$ cat src/rtl/rtt_pkg.sv
// Shared types for the reaction-time round sequencer.
// Assumes: nothing beyond standard SystemVerilog.
package rtt_pkg;

    // Round phases of the controller.
    typedef enum logic [2:0] {
        ST_IDLE   = 3'd0,
        ST_ROLL   = 3'd1,
        ST_REDUCE = 3'd2,
        ST_WAIT   = 3'd3,
        ST_REACT  = 3'd4,
        ST_PAUSE  = 3'd5
    } rtt_state_t;

    // Result codes presented on res_status.
    typedef enum logic [1:0] {
        RES_VALID   = 2'b00,
        RES_FALSE   = 2'b01,
        RES_TIMEOUT = 2'b10
    } rtt_status_t;

endpackage

$ cat src/rtl/rtt_lfsr.sv
// Right-shifting Galois pseudo-random register.
// Advances one step when step is high. Assumes SEED is non-zero.
module rtt_lfsr #(
    parameter int              W    = 16,
    parameter logic [W-1:0]    SEED = 16'hBEEF,
    parameter logic [W-1:0]    TAPS = 16'hB400
) (
    input  logic         clk,
    input  logic         rst_n,
    input  logic         step,
    output logic [W-1:0] state,
    output logic [W-1:0] state_nxt
);

    // Next value: shift right, fold taps in when a one leaves.
    always_comb begin
        state_nxt = (state >> 1) ^ (state[0] ? TAPS : '0);
    end

    // State register with seed on reset.
    always_ff @(posedge clk) begin
        if (!rst_n)    state <= SEED;
        else if (step) state <= state_nxt;
    end

    // a non-zero seed never decays to the all-zero lock-up state
    p_nonzero_r2: assert property (@(posedge clk) disable iff (!rst_n)
        state != '0);

endmodule

$ cat src/rtl/rtt_modred.sv
// Iterative remainder unit: subtracts SPAN once per clock until the
// value drops below SPAN. Assumes load is a single-cycle request.
module rtt_modred #(
    parameter int W    = 16,
    parameter int SPAN = 4001
) (
    input  logic         clk,
    input  logic         rst_n,
    input  logic         load,
    input  logic [W-1:0] load_val,
    output logic [W-1:0] rem,
    output logic         done
);

    localparam logic [W-1:0] SPAN_C = W'(SPAN);

    // Finished once the remainder is below the modulus.
    always_comb begin
        done = (rem < SPAN_C);
    end

    // Load a fresh operand or take one subtraction step.
    always_ff @(posedge clk) begin
        if (!rst_n)     rem <= '0;
        else if (load)  rem <= load_val;
        else if (!done) rem <= rem - SPAN_C;
    end

    // every step while not finished makes the remainder strictly smaller
    p_rem_shrinks_r3: assert property (@(posedge clk) disable iff (!rst_n)
        (!load && !done) |=> (rem < $past(rem)));

endmodule

$ cat src/rtl/rtt_mscount.sv
// Millisecond counter with synchronous clear (dominant) and increment.
// Assumes the controller never asks it to pass its maximum value.
module rtt_mscount #(
    parameter int W = 16
) (
    input  logic         clk,
    input  logic         rst_n,
    input  logic         clr,
    input  logic         inc,
    output logic [W-1:0] count
);

    // Count register.
    always_ff @(posedge clk) begin
        if (!rst_n || clr) count <= '0;
        else if (inc)      count <= count + W'(1);
    end

    // the count only moves up by one, and only on a requested increment
    p_step_one_r10: assert property (@(posedge clk) disable iff (!rst_n)
        (!$past(clr) && $past(rst_n)) |-> (count == $past(count) + W'($past(inc))));

endmodule

$ cat src/rtl/rtt_ctrl.sv
// Reaction-time round sequencer (top).
// Flow per round: advance pseudo-random register, reduce it modulo
// SPAN, wait BASE+remainder ticks, light LED, time the press, rest.
// Assumes btn_n is already synchronized and tick_ms is a 1-cycle pulse.
module rtt_ctrl
    import rtt_pkg::*;
#(
    parameter int           CNT_W       = 16,
    parameter int           RNG_W       = 16,
    parameter logic [15:0]  RNG_SEED    = 16'hBEEF,
    parameter logic [15:0]  RNG_TAPS    = 16'hB400,
    parameter int           WAIT_BASE   = 1000,
    parameter int           WAIT_SPAN   = 4001,
    parameter int           REACT_LIMIT = 3000,
    parameter int           REST_MS     = 2000
) (
    input  logic             clk,
    input  logic             rst_n,
    input  logic             tick_ms,
    input  logic             btn_n,
    output logic             led,
    output logic             res_valid,
    output logic [1:0]       res_status,
    output logic [CNT_W-1:0] res_ms
);

    localparam logic [CNT_W-1:0] BASE_C  = CNT_W'(WAIT_BASE);
    localparam logic [CNT_W-1:0] TOP_C   = CNT_W'(WAIT_BASE + WAIT_SPAN);
    localparam logic [CNT_W-1:0] LIMIT_C = CNT_W'(REACT_LIMIT);
    localparam logic [CNT_W-1:0] REST_C  = CNT_W'(REST_MS - 1);

    rtt_state_t          state;
    rtt_status_t         status_q;
    logic                btn_q;
    logic                press;
    logic [RNG_W-1:0]    rng_state;
    logic [RNG_W-1:0]    rng_nxt;
    logic [RNG_W-1:0]    red_rem;
    logic                red_done;
    logic [CNT_W-1:0]    cnt;
    logic [CNT_W-1:0]    tgt;
    logic                cnt_clr;
    logic                cnt_inc;
    logic                wait_hit;
    logic                react_cut;
    logic                rest_hit;

    rtt_lfsr #(.W(RNG_W), .SEED(RNG_W'(RNG_SEED)), .TAPS(RNG_W'(RNG_TAPS))) rng_i (
        .clk       (clk),
        .rst_n     (rst_n),
        .step      (state == ST_ROLL),
        .state     (rng_state),
        .state_nxt (rng_nxt)
    );

    rtt_modred #(.W(RNG_W), .SPAN(WAIT_SPAN)) red_i (
        .clk      (clk),
        .rst_n    (rst_n),
        .load     (state == ST_ROLL),
        .load_val (rng_nxt),
        .rem      (red_rem),
        .done     (red_done)
    );

    rtt_mscount #(.W(CNT_W)) ms_i (
        .clk   (clk),
        .rst_n (rst_n),
        .clr   (cnt_clr),
        .inc   (cnt_inc),
        .count (cnt)
    );

    // Remember the button level to find its falling edge.
    always_ff @(posedge clk) begin
        if (!rst_n) btn_q <= 1'b1;
        else        btn_q <= btn_n;
    end

    // Press = high last cycle, low now; tick-qualified end conditions.
    always_comb begin
        press     = btn_q & ~btn_n;
        wait_hit  = tick_ms && (cnt == tgt - CNT_W'(1));
        react_cut = tick_ms && (cnt == LIMIT_C);
        rest_hit  = tick_ms && (cnt == REST_C);
    end

    // Counter control per phase; clear on every phase exit.
    always_comb begin
        cnt_clr = 1'b0;
        cnt_inc = 1'b0;
        case (state)
            ST_REDUCE: cnt_clr = red_done;
            ST_WAIT: begin
                if (press || wait_hit) cnt_clr = 1'b1;
                else                   cnt_inc = tick_ms;
            end
            ST_REACT: begin
                if (press || react_cut) cnt_clr = 1'b1;
                else                    cnt_inc = tick_ms;
            end
            ST_PAUSE: begin
                if (rest_hit) cnt_clr = 1'b1;
                else          cnt_inc = tick_ms;
            end
            default: cnt_clr = 1'b1;
        endcase
    end

    // Round state machine, wait target and result registers.
    always_ff @(posedge clk) begin
        if (!rst_n) begin
            state     <= ST_IDLE;
            tgt       <= BASE_C;
            res_valid <= 1'b0;
            status_q  <= RES_VALID;
            res_ms    <= '0;
        end else begin
            res_valid <= 1'b0;
            case (state)
                ST_IDLE: state <= ST_ROLL;
                ST_ROLL: state <= ST_REDUCE;
                ST_REDUCE: begin
                    if (red_done) begin
                        tgt   <= BASE_C + CNT_W'(red_rem);
                        state <= ST_WAIT;
                    end
                end
                ST_WAIT: begin
                    if (press) begin
                        res_valid <= 1'b1;
                        status_q  <= RES_FALSE;
                        res_ms    <= cnt;
                        state     <= ST_PAUSE;
                    end else if (wait_hit) begin
                        state <= ST_REACT;
                    end
                end
                ST_REACT: begin
                    if (press) begin
                        res_valid <= 1'b1;
                        status_q  <= RES_VALID;
                        res_ms    <= cnt;
                        state     <= ST_PAUSE;
                    end else if (react_cut) begin
                        res_valid <= 1'b1;
                        status_q  <= RES_TIMEOUT;
                        res_ms    <= cnt + CNT_W'(1);
                        state     <= ST_PAUSE;
                    end
                end
                ST_PAUSE: if (rest_hit) state <= ST_ROLL;
                default:  state <= ST_IDLE;
            endcase
        end
    end

    // LED is lit exactly while the response window is open.
    always_comb begin
        led        = (state == ST_REACT);
        res_status = status_q;
    end

    // the result strobe never lasts two cycles
    p_single_strobe_r8: assert property (@(posedge clk) disable iff (!rst_n)
        res_valid |=> !res_valid);
    // the LED goes dark only together with a valid or timeout result
    p_led_off_result_r5: assert property (@(posedge clk) disable iff (!rst_n)
        $fell(led) |-> (res_valid && res_status != RES_FALSE));
    // a false start is reported with the LED dark before and after
    p_false_dark_r4: assert property (@(posedge clk) disable iff (!rst_n)
        (res_valid && res_status == RES_FALSE) |-> (!led && !$past(led)));
    // a valid reading never exceeds the cutoff
    p_valid_bound_r5: assert property (@(posedge clk) disable iff (!rst_n)
        (res_valid && res_status == RES_VALID) |-> (res_ms <= LIMIT_C));
    // a timeout always reports one past the cutoff
    p_timeout_value_r6: assert property (@(posedge clk) disable iff (!rst_n)
        (res_valid && res_status == RES_TIMEOUT) |-> (res_ms == LIMIT_C + CNT_W'(1)));
    // the loaded wait lies inside the allowed window
    p_wait_range_r3: assert property (@(posedge clk) disable iff (!rst_n)
        (state == ST_WAIT) |-> (tgt >= BASE_C && tgt < TOP_C));
    // no result appears once the rest has begun
    p_rest_quiet_r7: assert property (@(posedge clk) disable iff (!rst_n)
        (state == ST_PAUSE && $past(state == ST_PAUSE)) |-> !res_valid);

endmodule

$ cat config.mk
export PLATFORM = sky130hd
export DESIGN_NAME = rtt_ctrl
export DESIGN_NICKNAME = d
export VERILOG_FILES = /design/src/rtl/rtt_pkg.sv /design/src/rtl/rtt_lfsr.sv /design/src/rtl/rtt_modred.sv /design/src/rtl/rtt_mscount.sv /design/src/rtl/rtt_ctrl.sv
export SDC_FILE = /design/constraint.sdc
export NUM_CORES = 1
export LEC_CHECK = 0
export ABC_AREA = 1
export BUFFER_PORTS_ARGS = -buffer_cell sky130_fd_sc_hd__buf_2
export CAP_MARGIN = 20
export CORE_UTILIZATION = 45
export DETAILED_ROUTE_END_ITERATION = 6
export PLACE_DENSITY = 0.64
export SKIP_CTS_REPAIR_TIMING = 1
export SLEW_MARGIN = 20
export SYNTH_ARGS = -nofsm -noshare
export SYNTH_HDL_FRONTEND = slang
export SYNTH_SLANG_ARGS = --single-unit
$ cat constraint.sdc
create_clock -name clk -period 3.5 [get_ports clk]
set_input_delay 0.7 -clock clk [delete_from_list [all_inputs] [get_ports clk]]
set_output_delay 0.7 -clock clk [all_outputs]
set_load 0.01 [all_outputs]
==> results.ini, run 1 <==
[worst_setup_path]
required_ns=3.78
critPathSlowestCell=nand3_2
path_class=flop to flop
cp_cell_sequence=inv_1 > ha_1 > nand3_2 > nor2_4 > nand2_1 > nand2_1 > nand2_1 > nor2_1 > nand2_1 > nor2_2 > nand3_2 > nand2_2 > nand3_2 > nand2_2 > nand2_1 > nand2_1 > nor2_1
reg2reg_setup_slack_ns=0.76
worst_path_most_repeated_cell=nand2_1
r2r_start=tgt[0]$_SDFFE_PN0P_
reg2reg_depth=17
end_kind=flop
arrival_ns=3.02
max_stage_delay_ns=0.36
cp_max_fo=21
path_delay_family=simple AND/OR/NAND/NOR gates
regToRegEndpoint=ms_i.count[12]$_SDFFE_PP0P_
crit_buf_inv=1
startpoint_type=flop

[grt]
grt_remaining_overflow=0
grtUsageMet1=0.320
grt_use_met2=0.334
grt_max_degree=39
grt_pass1_vias=4000
gr-usage-all-layers=0.226
use_met3=0.0405
antenna_found_initial=0
busiest_layer=met2
grt_pass1_wl_um=19600

[floorplanning]
die_y_um=105
io_pins=24
initial_core_util=0.463
rows=37
die_w_um=105
die-area_sq_um=11000
core_sq_um=10300

[yosys]
synth_cell_types=39
post-synth-top-area-cell=dfxtp_1
synth_adder_area_share=0.0210
synth_edf_count=0
synth_xor_area_frac=0.0788
synth_fp_nets=717
ys_seq_elements=87
syn_inst=705
synth-simple-area-share=0.329
synth.area.top_cells=dfxtp_1 36%, nand2_1 15%, xor2_1 6.8%
synth_top_area_frac=0.365
syn_area_per_cell_sq_um=6.78
synth_top_family_by_area=simple AND/OR/NAND/NOR gates
synth-compound-area-share=0.118
synth-main-ff-cell=dfxtp_1
synthArstFlopShare=0
netlist_area_sq_um=4780
yosys_warnings=0
seq_area_frac_synth=0.365
synthMuxAreaShare=0

[placement]
place_congestion=0.916
placed_cell_area_sq_um=4950
hpwlAfterDp_um=8520
port_buffers=23

[outcome]
status=finished, final reports clean

[final_layout]
area_growth_pct=7.33
fillers=1024
final_area_sq_um=5130
drive_gt1_frac=0.0987
n_antenna_cell=0
nets=727

[timing]
fin_skew_ns=0.00729
final.setup.tns_ns=0
maxSlewViolCount=0
tightest_slew_ns=0.695
hold_viol=0
setup_violations=0
relSlewSlack=0.536
fin_crit_ns=2.74
holdWs_ns=0.462
rsz0062_at_grt=false
fmax_mhz=365
fin_crit_sh=0.783

[min_path]
min_path_cells=2
min_path_type=flop to flop
hold_start=rng_i.state[3]$_SDFFE_PN1P_
whs_endpoint=rng_i.state[3]$_SDFFE_PN1P_

[routing]
drc=0
dr.pass1.iters=5
vias_per_cell=5.20
wl_per_cell_um=13.7
routed_wl_um=11700
ant_nets=0
vias=4442
drt_iter0_drc=283

[power]
power_density_nw_per_um2=701
vdd_ir_drop_max_v=0.000481
power.leakage_nw=2.27

[clock_tree]
clockBufferDepth=2
htree_levels=3
clk_pin_slew_ns=0.09
cts_buffers=9
cts_tree=yes
clock-root-buffer=clkbuf_8
clock_latency_ns=0.38
clock-sinks=87

[run]
cap_violations=0

## flip-flops by register name, indices dropped and copies added (netlist names)
signal	count
tgt	16
state	3
res_status	2
btn_q	1
res_valid	1
ms_i.count	16
rng_i.state	16
red_i.rem	16
res_ms	16
## cell usage after synthesis (2+ instances only)
master and number:
a2111oi_0 3, xnor2_1 6, nor2_1 75, nand4_1 8, nand3_1 50, clkbuf_1 14, o21a_1 2, inv_2 5
or3_1 2, a21oi_1 45, dfxtp_1 87, nand2_1 192, o21ai_0 31, buf_6 3, xor2_1 37, nor2_4 2
nand2_2 4, a31oi_1 12, nand3_2 4, nor3_1 8, ha_1 8, buf_2 10, o211ai_1 4, o21ai_1 3
or2_2 2, nor2_2 6, inv_1 67, nor3_2 3, nand3b_1 2
## final cells by class
cell class              instances  area [sq um]  area share
well taps                     136           170      0.0332
inverters                      73           274      0.0534
clock buffers                  10           138      0.0268
clock inverters                 5          35.0     0.00683
multi-input cells             516          2620       0.510
repair buffers                 28           153      0.0298
flip-flops and latches         87          1740       0.340
## worst min-delay path: cells and delay by family, from the launching register on
family	cells	cell delay [ns]
and+or+nand+nor	2	0.10
DFF	1	0.33
## cell usage in the layout, fill, tap and decap left out, drive strengths merged, types with 2 or more instances in the layout
cell / count
nand3: 54
nand3b: 2
buf: 28
o21a: 2
ha: 8
xor2: 37
nand4: 8
nand2: 196
nor2: 83
or2: 2
or3: 2
a21oi: 46
o21ai: 34
a2111oi: 3
o211ai: 4
clkinv: 5
dfxtp: 87
nor3: 12
clkbuf: 10
xnor2: 6
a31oi: 12
inv: 72
## layer usage
metal,up-vias,part of all wire
li1,2284,-
met1,2028,0.49
met2,113,0.44
met3,17,0.056
met4,0,0.020
met5,-,0
## report_power, final
group | total (mW) | switching, mW | internal (mW)
clock network | 0.646 | 0.373 | 0.273
logic | 1.53 | 1.00 | 0.534
registers | 1.42 | 0.200 | 1.21
## worst max path at each step
stage / start / endpoint / cells after the start
floorplan: red_i.rem[0]$_SDFFE_PN0P_ / tgt[3]$_SDFFE_PN1P_ / 13
global placement: tick_ms / res_ms[14]$_SDFFE_PN0P_ / 11
detailed placement: tgt[0]$_SDFFE_PN0P_ / ms_i.count[12]$_SDFFE_PP0P_ / 17
CTS: tgt[0]$_SDFFE_PN0P_ / ms_i.count[12]$_SDFFE_PP0P_ / 17
global route: tgt[0]$_SDFFE_PN0P_ / ms_i.count[13]$_SDFFE_PP0P_ / 17
finish: tgt[0]$_SDFFE_PN0P_ / ms_i.count[12]$_SDFFE_PP0P_ / 17
## through the flow
step	utilization	instances	worst slack, ns	power (mW)
6_report	0.497	855	0.759	3.60
5_1_grt	0.497	855	0.561	3.93
4_1_cts	0.497	855	0.804	3.62
3_5_place_dp	0.480	840	0.828	2.96
3_3_place_gp	0.480	840	0.930	2.93
2_1_floorplan	-	705	1.53	2.65
## kinds of logic after synthesis
logic type,count (synthesis)
AOI/OAI and AO/OA,103
DFF,87
and+or+nand+nor,362
buffers and inverters,102
adders and majority gates,8
xor gates and xnor gates,43
Power figures use the tool's default switching activity.
==> run 2: changes to the inputs <==
==> constraint.sdc (replaced) <==
create_clock -name clk -period 2.85 [get_ports clk]
set_input_delay 0.57 -clock clk [delete_from_list [all_inputs] [get_ports clk]]
set_output_delay 0.57 -clock clk [all_outputs]
set_load 0.01 [all_outputs]
==> run 2 against run 1 <==
Core utilization is 0.63 points higher. Global-route usage is 0.91 points lower. Power is 24% higher. Combinational power rose by 25%. Register-to-register slack lost 0.45 ns. Sequential cell count stayed put. Final area grew 1.3%. Routed wire length fell by 1.6%. Fmax up 8.0%. Die area is the same. Largest power group unchanged.
==> results.ini, run 2 (synthesis results as in run 1) <==
[final_layout]
nets=735  ; was 727
final_area_sq_um=5190  ; was 5130 sq um
final_cell_mix=192 x nand2_1, 87 x dfxtp_1, 75 x nor2_1  ; unchanged
fillers=1014  ; was 1024
final_core_util=0.503  ; was 0.497
ff_latch_area_sq_um=1740  ; unchanged
multi_input_area_sq_um=2620  ; unchanged
layout_commonest_cell=nand2_1  ; unchanged
n_antenna_cell=0  ; unchanged
drive_gt1_frac=0.110  ; was 0.0987
area_growth_pct=8.70  ; was 7.33%

[routing]
dr.pass1.iters=6  ; was 5
vias_per_cell=5.13  ; was 5.20
drt_iter0_drc=208  ; was 283
routed_wl_um=11500  ; was 11700 um
vias=4434  ; was 4442
wl_per_cell_um=13.3  ; was 13.7 um
ant_nets=0  ; unchanged
drc=0  ; unchanged

[floorplanning]
die_y_um=105  ; unchanged
core_sq_um=10300  ; unchanged
rows=37  ; unchanged
initial_core_util=0.463  ; unchanged
io_pins=24  ; unchanged
die-area_sq_um=11000  ; unchanged
die_w_um=105  ; unchanged

[clock_tree]
cts_buffers=9  ; unchanged
clock-sinks=87  ; unchanged
cts_tree=yes  ; unchanged
clk_pin_slew_ns=0.09  ; about the same
clockBufferDepth=2  ; unchanged
clock-root-buffer=clkbuf_8  ; unchanged
clock_latency_ns=0.37  ; was 0.38 ns
htree_levels=3  ; unchanged

[power]
power_density_nw_per_um2=860  ; was 701 nW/um^2
vdd_ir_drop_max_v=0.000524  ; was 0.000481 V
power.leakage_nw=2.31  ; was 2.27 nW
power_mw=4.46  ; was 3.60 mW

[timing]
fin_crit_ns=2.54  ; was 2.74 ns
fmax_mhz=394  ; was 365 MHz
hold_viol=0  ; unchanged
relSlewSlack=0.549  ; was 0.536
setup_violations=0  ; unchanged
maxSlewViolCount=0  ; unchanged
fin_skew_ns=0.0103  ; was 0.00729 ns
tightest_slew_ns=0.674  ; was 0.695 ns
final.setup.tns_ns=0  ; unchanged
rsz0062_at_grt=false  ; unchanged
layout_setup_ws_ns=0.312  ; was 0.759 ns
fin_crit_sh=0.891  ; was 0.783

[worst_setup_path]
startpoint=ms_i.count[3]$_SDFFE_PP0P_  ; was tgt[0]$_SDFFE_PN0P_
reg2reg_depth=10  ; was 17
critPathCapture=res_ms[14]$_SDFFE_PN0P_  ; was ms_i.count[12]$_SDFFE_PP0P_
r2r_start=ms_i.count[3]$_SDFFE_PP0P_  ; was tgt[0]$_SDFFE_PN0P_
arrival_ns=2.84  ; was 3.02 ns
required_ns=3.15  ; was 3.78 ns
startpoint_type=flop  ; unchanged
path_class=flop to flop  ; unchanged
cp_max_fo=17  ; was 21
regToRegEndpoint=res_ms[14]$_SDFFE_PN0P_  ; was ms_i.count[12]$_SDFFE_PP0P_
end_kind=flop  ; unchanged
reg2reg_setup_slack_ns=0.31  ; was 0.76 ns

[placement]
hpwlAfterDp_um=8550  ; was 8520 um
placed_cell_area_sq_um=5010  ; was 4950 sq um
place_congestion=0.859  ; was 0.916
pre_cts_slack_ns=0.274  ; was 0.828 ns
port_buffers=23  ; unchanged

[grt]
grt_max_degree=39  ; unchanged
grt_remaining_overflow=0  ; unchanged
antenna_found_initial=0  ; unchanged
grt_pass1_wl_um=19100  ; was 19600 um
gr-usage-all-layers=0.217  ; was 0.226
grt_pass1_vias=3996  ; was 4000

[outcome]
status=finished, final reports clean  ; unchanged

[run]
cap_violations=0  ; unchanged

[min_path]
min_path_type=input pin to flop  ; was flop to flop

==> run 2: cell count changes in the layout (fill, tap and decap cells not counted), sizes merged <==
cell / before / now
buf: 28 / 36
clkinv: 5 / 2
clkbuf: 10 / 9
inv: 72 / 75
clkinvlp: 1 / 3
==> run 2: layer usage <==
layer	vias up	GRT usage	wire, um	part of all wire
met2	89	0.341	5010	0.44
met1	2024	0.302	5810	0.51
met5	-	0	0	0
li1	2308	-	-	-
met3	13	0.0381	525	0.046
met4	0	0.0694	155	0.013
==> run 2: final cells by class <==
type / count / share of cell area
flip-flops and latches: 87 / 0.335
repair buffers: 36 / 0.0410
multi-input cells: 516 / 0.504
well taps: 136 / 0.0328
clock buffers: 9 / 0.0239
clock inverters: 7 / 0.0104
inverters: 73 / 0.0528
==> run 2: worst max-delay path, cell delays in order (launching register included) <==
cell	delay, ns
dfxtp_1	0.46
inv_1	0.18
nor3_1	0.21
nand4_1	0.19
nand2_1	0.10
nand2_1	0.06
nand2_2	0.23
clkinv_1	0.46
a21oi_1	0.24
o21ai_0	0.17
a21oi_1	0.16
==> run 2: worst min path at each step <==
| stage | startpoint | to | slack (ns) | cells after the start |
|---|---|---|---|---|
| final | btn_n | btn_q$_SDFF_PN1_ | 0.39 | 3 |
| after global routing | btn_n | btn_q$_SDFF_PN1_ | 0.40 | 3 |
| after CTS | btn_n | btn_q$_SDFF_PN1_ | 0.39 | 3 |
| after detailed placement | rng_i.state[2]$_SDFFE_PN1P_ | rng_i.state[2]$_SDFFE_PN1P_ | 0.44 | 2 |
| after global placement | rng_i.state[12]$_SDFFE_PN1P_ | rng_i.state[12]$_SDFFE_PN1P_ | 0.44 | 2 |
| after floorplan | rng_i.state[10]$_SDFFE_PN1P_ | rng_i.state[10]$_SDFFE_PN1P_ | 0.43 | 2 |
==> run 2: power breakdown <==
part           internal, mW  switching [mW]  leakage, nW
logic                 0.679            1.24         1.52
registers              1.49           0.244        0.710
clock network         0.324           0.484       0.0827
==> run 2: through the flow <==
step	hold WS, ns	cells
6_report	0.395	864
5_1_grt	0.398	864
4_1_cts	0.386	864
3_5_place_dp	0.445	848
3_3_place_gp	0.440	848
2_1_floorplan	0.429	705
==> run 3: changes to the inputs <==
==> constraint.sdc (replaced) <==
create_clock -name clk -period 3.2 [get_ports clk]
set_input_delay 0.64 -clock clk [delete_from_list [all_inputs] [get_ports clk]]
set_output_delay 0.64 -clock clk [all_outputs]
set_load 0.01 [all_outputs]
==> run 3 against run 2 <==
Register-to-register slack improved by 0.21 ns. Highest routed layer unchanged. Power decreased by 7.7%. Critical path depth grew 8. Final area is essentially flat. Sequential share of layout area is essentially flat. Combinational power is 11% lower. Clock skew grew 0.0025 ns. Clock power is 7.7% higher. Sequential cell count stayed put. Global-route usage increased by 0.93 points. Largest power group unchanged.
==> results.ini, run 3 (synthesis results as in run 1) <==
[outcome]
status=finished, final reports clean  ; unchanged

[clock_tree]
clockBufferDepth=2  ; unchanged
cts_buffers=9  ; unchanged
clock_latency_ns=0.36  ; was 0.37 ns
cts_tree=yes  ; unchanged
clock-sinks=87  ; unchanged
clock-root-buffer=clkbuf_8  ; unchanged
clk_pin_slew_ns=0.09  ; about the same
htree_levels=3  ; unchanged

[grt]
antenna_found_initial=0  ; unchanged
grt_pass1_vias=4132  ; was 3996
grt_remaining_overflow=0  ; unchanged
gr-usage-all-layers=0.226  ; was 0.217
grt_max_degree=39  ; unchanged
grt_pass1_wl_um=20000  ; was 19100 um

[worst_setup_path]
critPathSlowestCell=dfxtp_1  ; unchanged
startpoint=tgt[0]$_SDFFE_PN0P_  ; was ms_i.count[3]$_SDFFE_PP0P_
end_kind=flop  ; unchanged
reg2reg_setup_slack_ns=0.52  ; was 0.31 ns
arrival_ns=2.94  ; was 2.84 ns
cp_max_fo=16  ; was 17
startpoint_type=flop  ; unchanged
cp_cell_sequence=inv_1 > ha_1 > nand2_1 > inv_1 > nor2_1 > nand3_1 > nor2_1 > nand2_1 > nor2_1 > nand2_1 > nor2_2 > nand3_2 > nand2_2 > nand3_2 > nand2_2 > nand2_1 > nand2_1 > nor2_1  ; was inv_1 > nor3_1 > nand4_1 > nand2_1 > nand2_1 > nand2_2 > clkinv_1 > a21oi_1 > o21ai_0 > a21oi_1
r2r_start=tgt[0]$_SDFFE_PN0P_  ; was ms_i.count[3]$_SDFFE_PP0P_
path_class=flop to flop  ; unchanged
regToRegEndpoint=ms_i.count[2]$_SDFFE_PP0P_  ; was res_ms[14]$_SDFFE_PN0P_
reg2reg_depth=18  ; was 10
required_ns=3.46  ; was 3.15 ns
worst_path_most_repeated_cell=nand2_1
max_stage_delay_ns=0.37  ; was 0.46 ns

[timing]
setup_violations=0  ; unchanged
fin_skew_ns=0.0127  ; was 0.0103 ns
rsz0062_at_grt=false  ; unchanged
maxSlewViolCount=0  ; unchanged
hold_viol=0  ; unchanged
tightest_slew_ns=0.666  ; was 0.674 ns
fin_crit_ns=2.68  ; was 2.54 ns
fmax_mhz=373  ; was 394 MHz
layout_setup_ws_ns=0.519  ; was 0.312 ns
fin_crit_sh=0.838  ; was 0.891
relSlewSlack=0.552  ; was 0.549
final.setup.tns_ns=0  ; unchanged

[min_path]
min_path_cells=2  ; was 3
min_path_type=flop to flop  ; was input pin to flop
hold_start=rng_i.state[7]$_SDFFE_PN1P_  ; was btn_n
whs_endpoint=rng_i.state[7]$_SDFFE_PN1P_  ; was btn_q$_SDFF_PN1_

[power]
clock_power_share=0.211  ; was 0.181
switching_share=0.420  ; was 0.441
p_comb_frac=0.413  ; was 0.430
p_switching_mw=1.73  ; was 1.97 mW
pwr-share-seq=0.376  ; was 0.389
power_mw=4.12  ; was 4.46 mW
power.leakage_nw=2.31  ; about the same
vdd_ir_drop_max_v=0.000465  ; was 0.000524 V
power_density_nw_per_um2=794  ; was 860 nW/um^2
p_int_mw=2.39  ; was 2.50 mW

[routing]
dr.pass1.iters=5  ; was 6
ant_nets=0  ; unchanged
wl_per_cell_um=13.9  ; was 13.3 um
vias=4433  ; was 4434
routed_wl_um=11900  ; was 11500 um
drt_iter0_drc=221  ; was 208
vias_per_cell=5.17  ; was 5.13
drc=0  ; unchanged

[floorplanning]
rows=37  ; unchanged
io_pins=24  ; unchanged
initial_core_util=0.463  ; unchanged
die_w_um=105  ; unchanged
die_y_um=105  ; unchanged
die-area_sq_um=11000  ; unchanged
core_sq_um=10300  ; unchanged

[placement]
hpwlAfterDp_um=8640  ; was 8550 um
pre_cts_slack_ns=0.499  ; was 0.274 ns
post-place-cells=842  ; was 848
place_congestion=0.894  ; was 0.859
port_buffers=23  ; unchanged

[final_layout]
area_growth_pct=8.64  ; was 8.70%
fillers=1052  ; was 1014
stdcell_count=857  ; was 864
nets=729  ; was 735
drive_gt1_frac=0.101  ; was 0.110
n_antenna_cell=0  ; unchanged
final_cell_mix=192 x nand2_1, 87 x dfxtp_1, 75 x nor2_1  ; unchanged
layout_commonest_cell=nand2_1  ; unchanged

[run]
cap_violations=0  ; unchanged

-- run 3: changes by cell type in the layout (fill, tap and decap cells not counted) --
cell,before,now
clkbuf_8,9,10
inv_6,3,0
buf_4,13,7
bufinv_16,0,2
clkinv_4,0,2
clkinvlp_4,3,0
-- run 3: area by class of cell --
class / count / area, sq um / share of cell area
multi-input cells: 516 / 2620 / 0.504
flip-flops and latches: 87 / 1740 / 0.336
inverters: 73 / 274 / 0.0528
well taps: 136 / 170 / 0.0328
repair buffers: 30 / 168 / 0.0323
clock buffers: 10 / 138 / 0.0265
clock inverters: 5 / 82.6 / 0.0159
-- run 3: worst max-delay path, delay by kind of cell, from the launching register on --
family	cells	cell delay, ns
fa+ha+maj	1	0.30
buf+inv	2	0.11
flops	1	0.37
simple gates	15	1.78
-- run 3: per-layer routing --
metal / wire, um / GRT usage
met1: 5850 / 0.316
met2: 5260 / 0.350
met3: 682 / 0.0468
met4: 112 / 0.0694
met5: 0 / 0
-- run 3: worst max-delay path by stage --
stage | to | slack (ns) | cells after the start
after floorplan | tgt[3]$_SDFFE_PN1P_ | 1.23 | 13
after global placement | ms_i.count[3]$_SDFFE_PP0P_ | 0.55 | 16
after detailed placement | ms_i.count[4]$_SDFFE_PP0P_ | 0.50 | 16
after CTS | ms_i.count[12]$_SDFFE_PP0P_ | 0.54 | 18
after global routing | ms_i.count[6]$_SDFFE_PP0P_ | 0.25 | 17
final | ms_i.count[2]$_SDFFE_PP0P_ | 0.52 | 18
-- run 3: metrics by stage --
| step | cell area [sq um] | util | hold WS (ns) |
|---|---|---|---|
| after floorplan | 4780 | - | 0.429 |
| after global placement | 4970 | 0.481 | 0.438 |
| after detailed placement | 4970 | 0.481 | 0.444 |
| after CTS | 5190 | 0.503 | 0.465 |
| after global routing | 5190 | 0.503 | 0.473 |
| final | 5190 | 0.503 | 0.464 |
-- run 3: power groups by stage --
stage	logic, mW	clock network (mW)	registers [mW]
5_1_grt	1.97	0.929	1.58
6_report	1.70	0.870	1.55
3_5_place_dp	1.69	0	1.57
2_1_floorplan	1.38	0	1.51
4_1_cts	1.71	0.880	1.55
3_3_place_gp	1.66	0	1.56
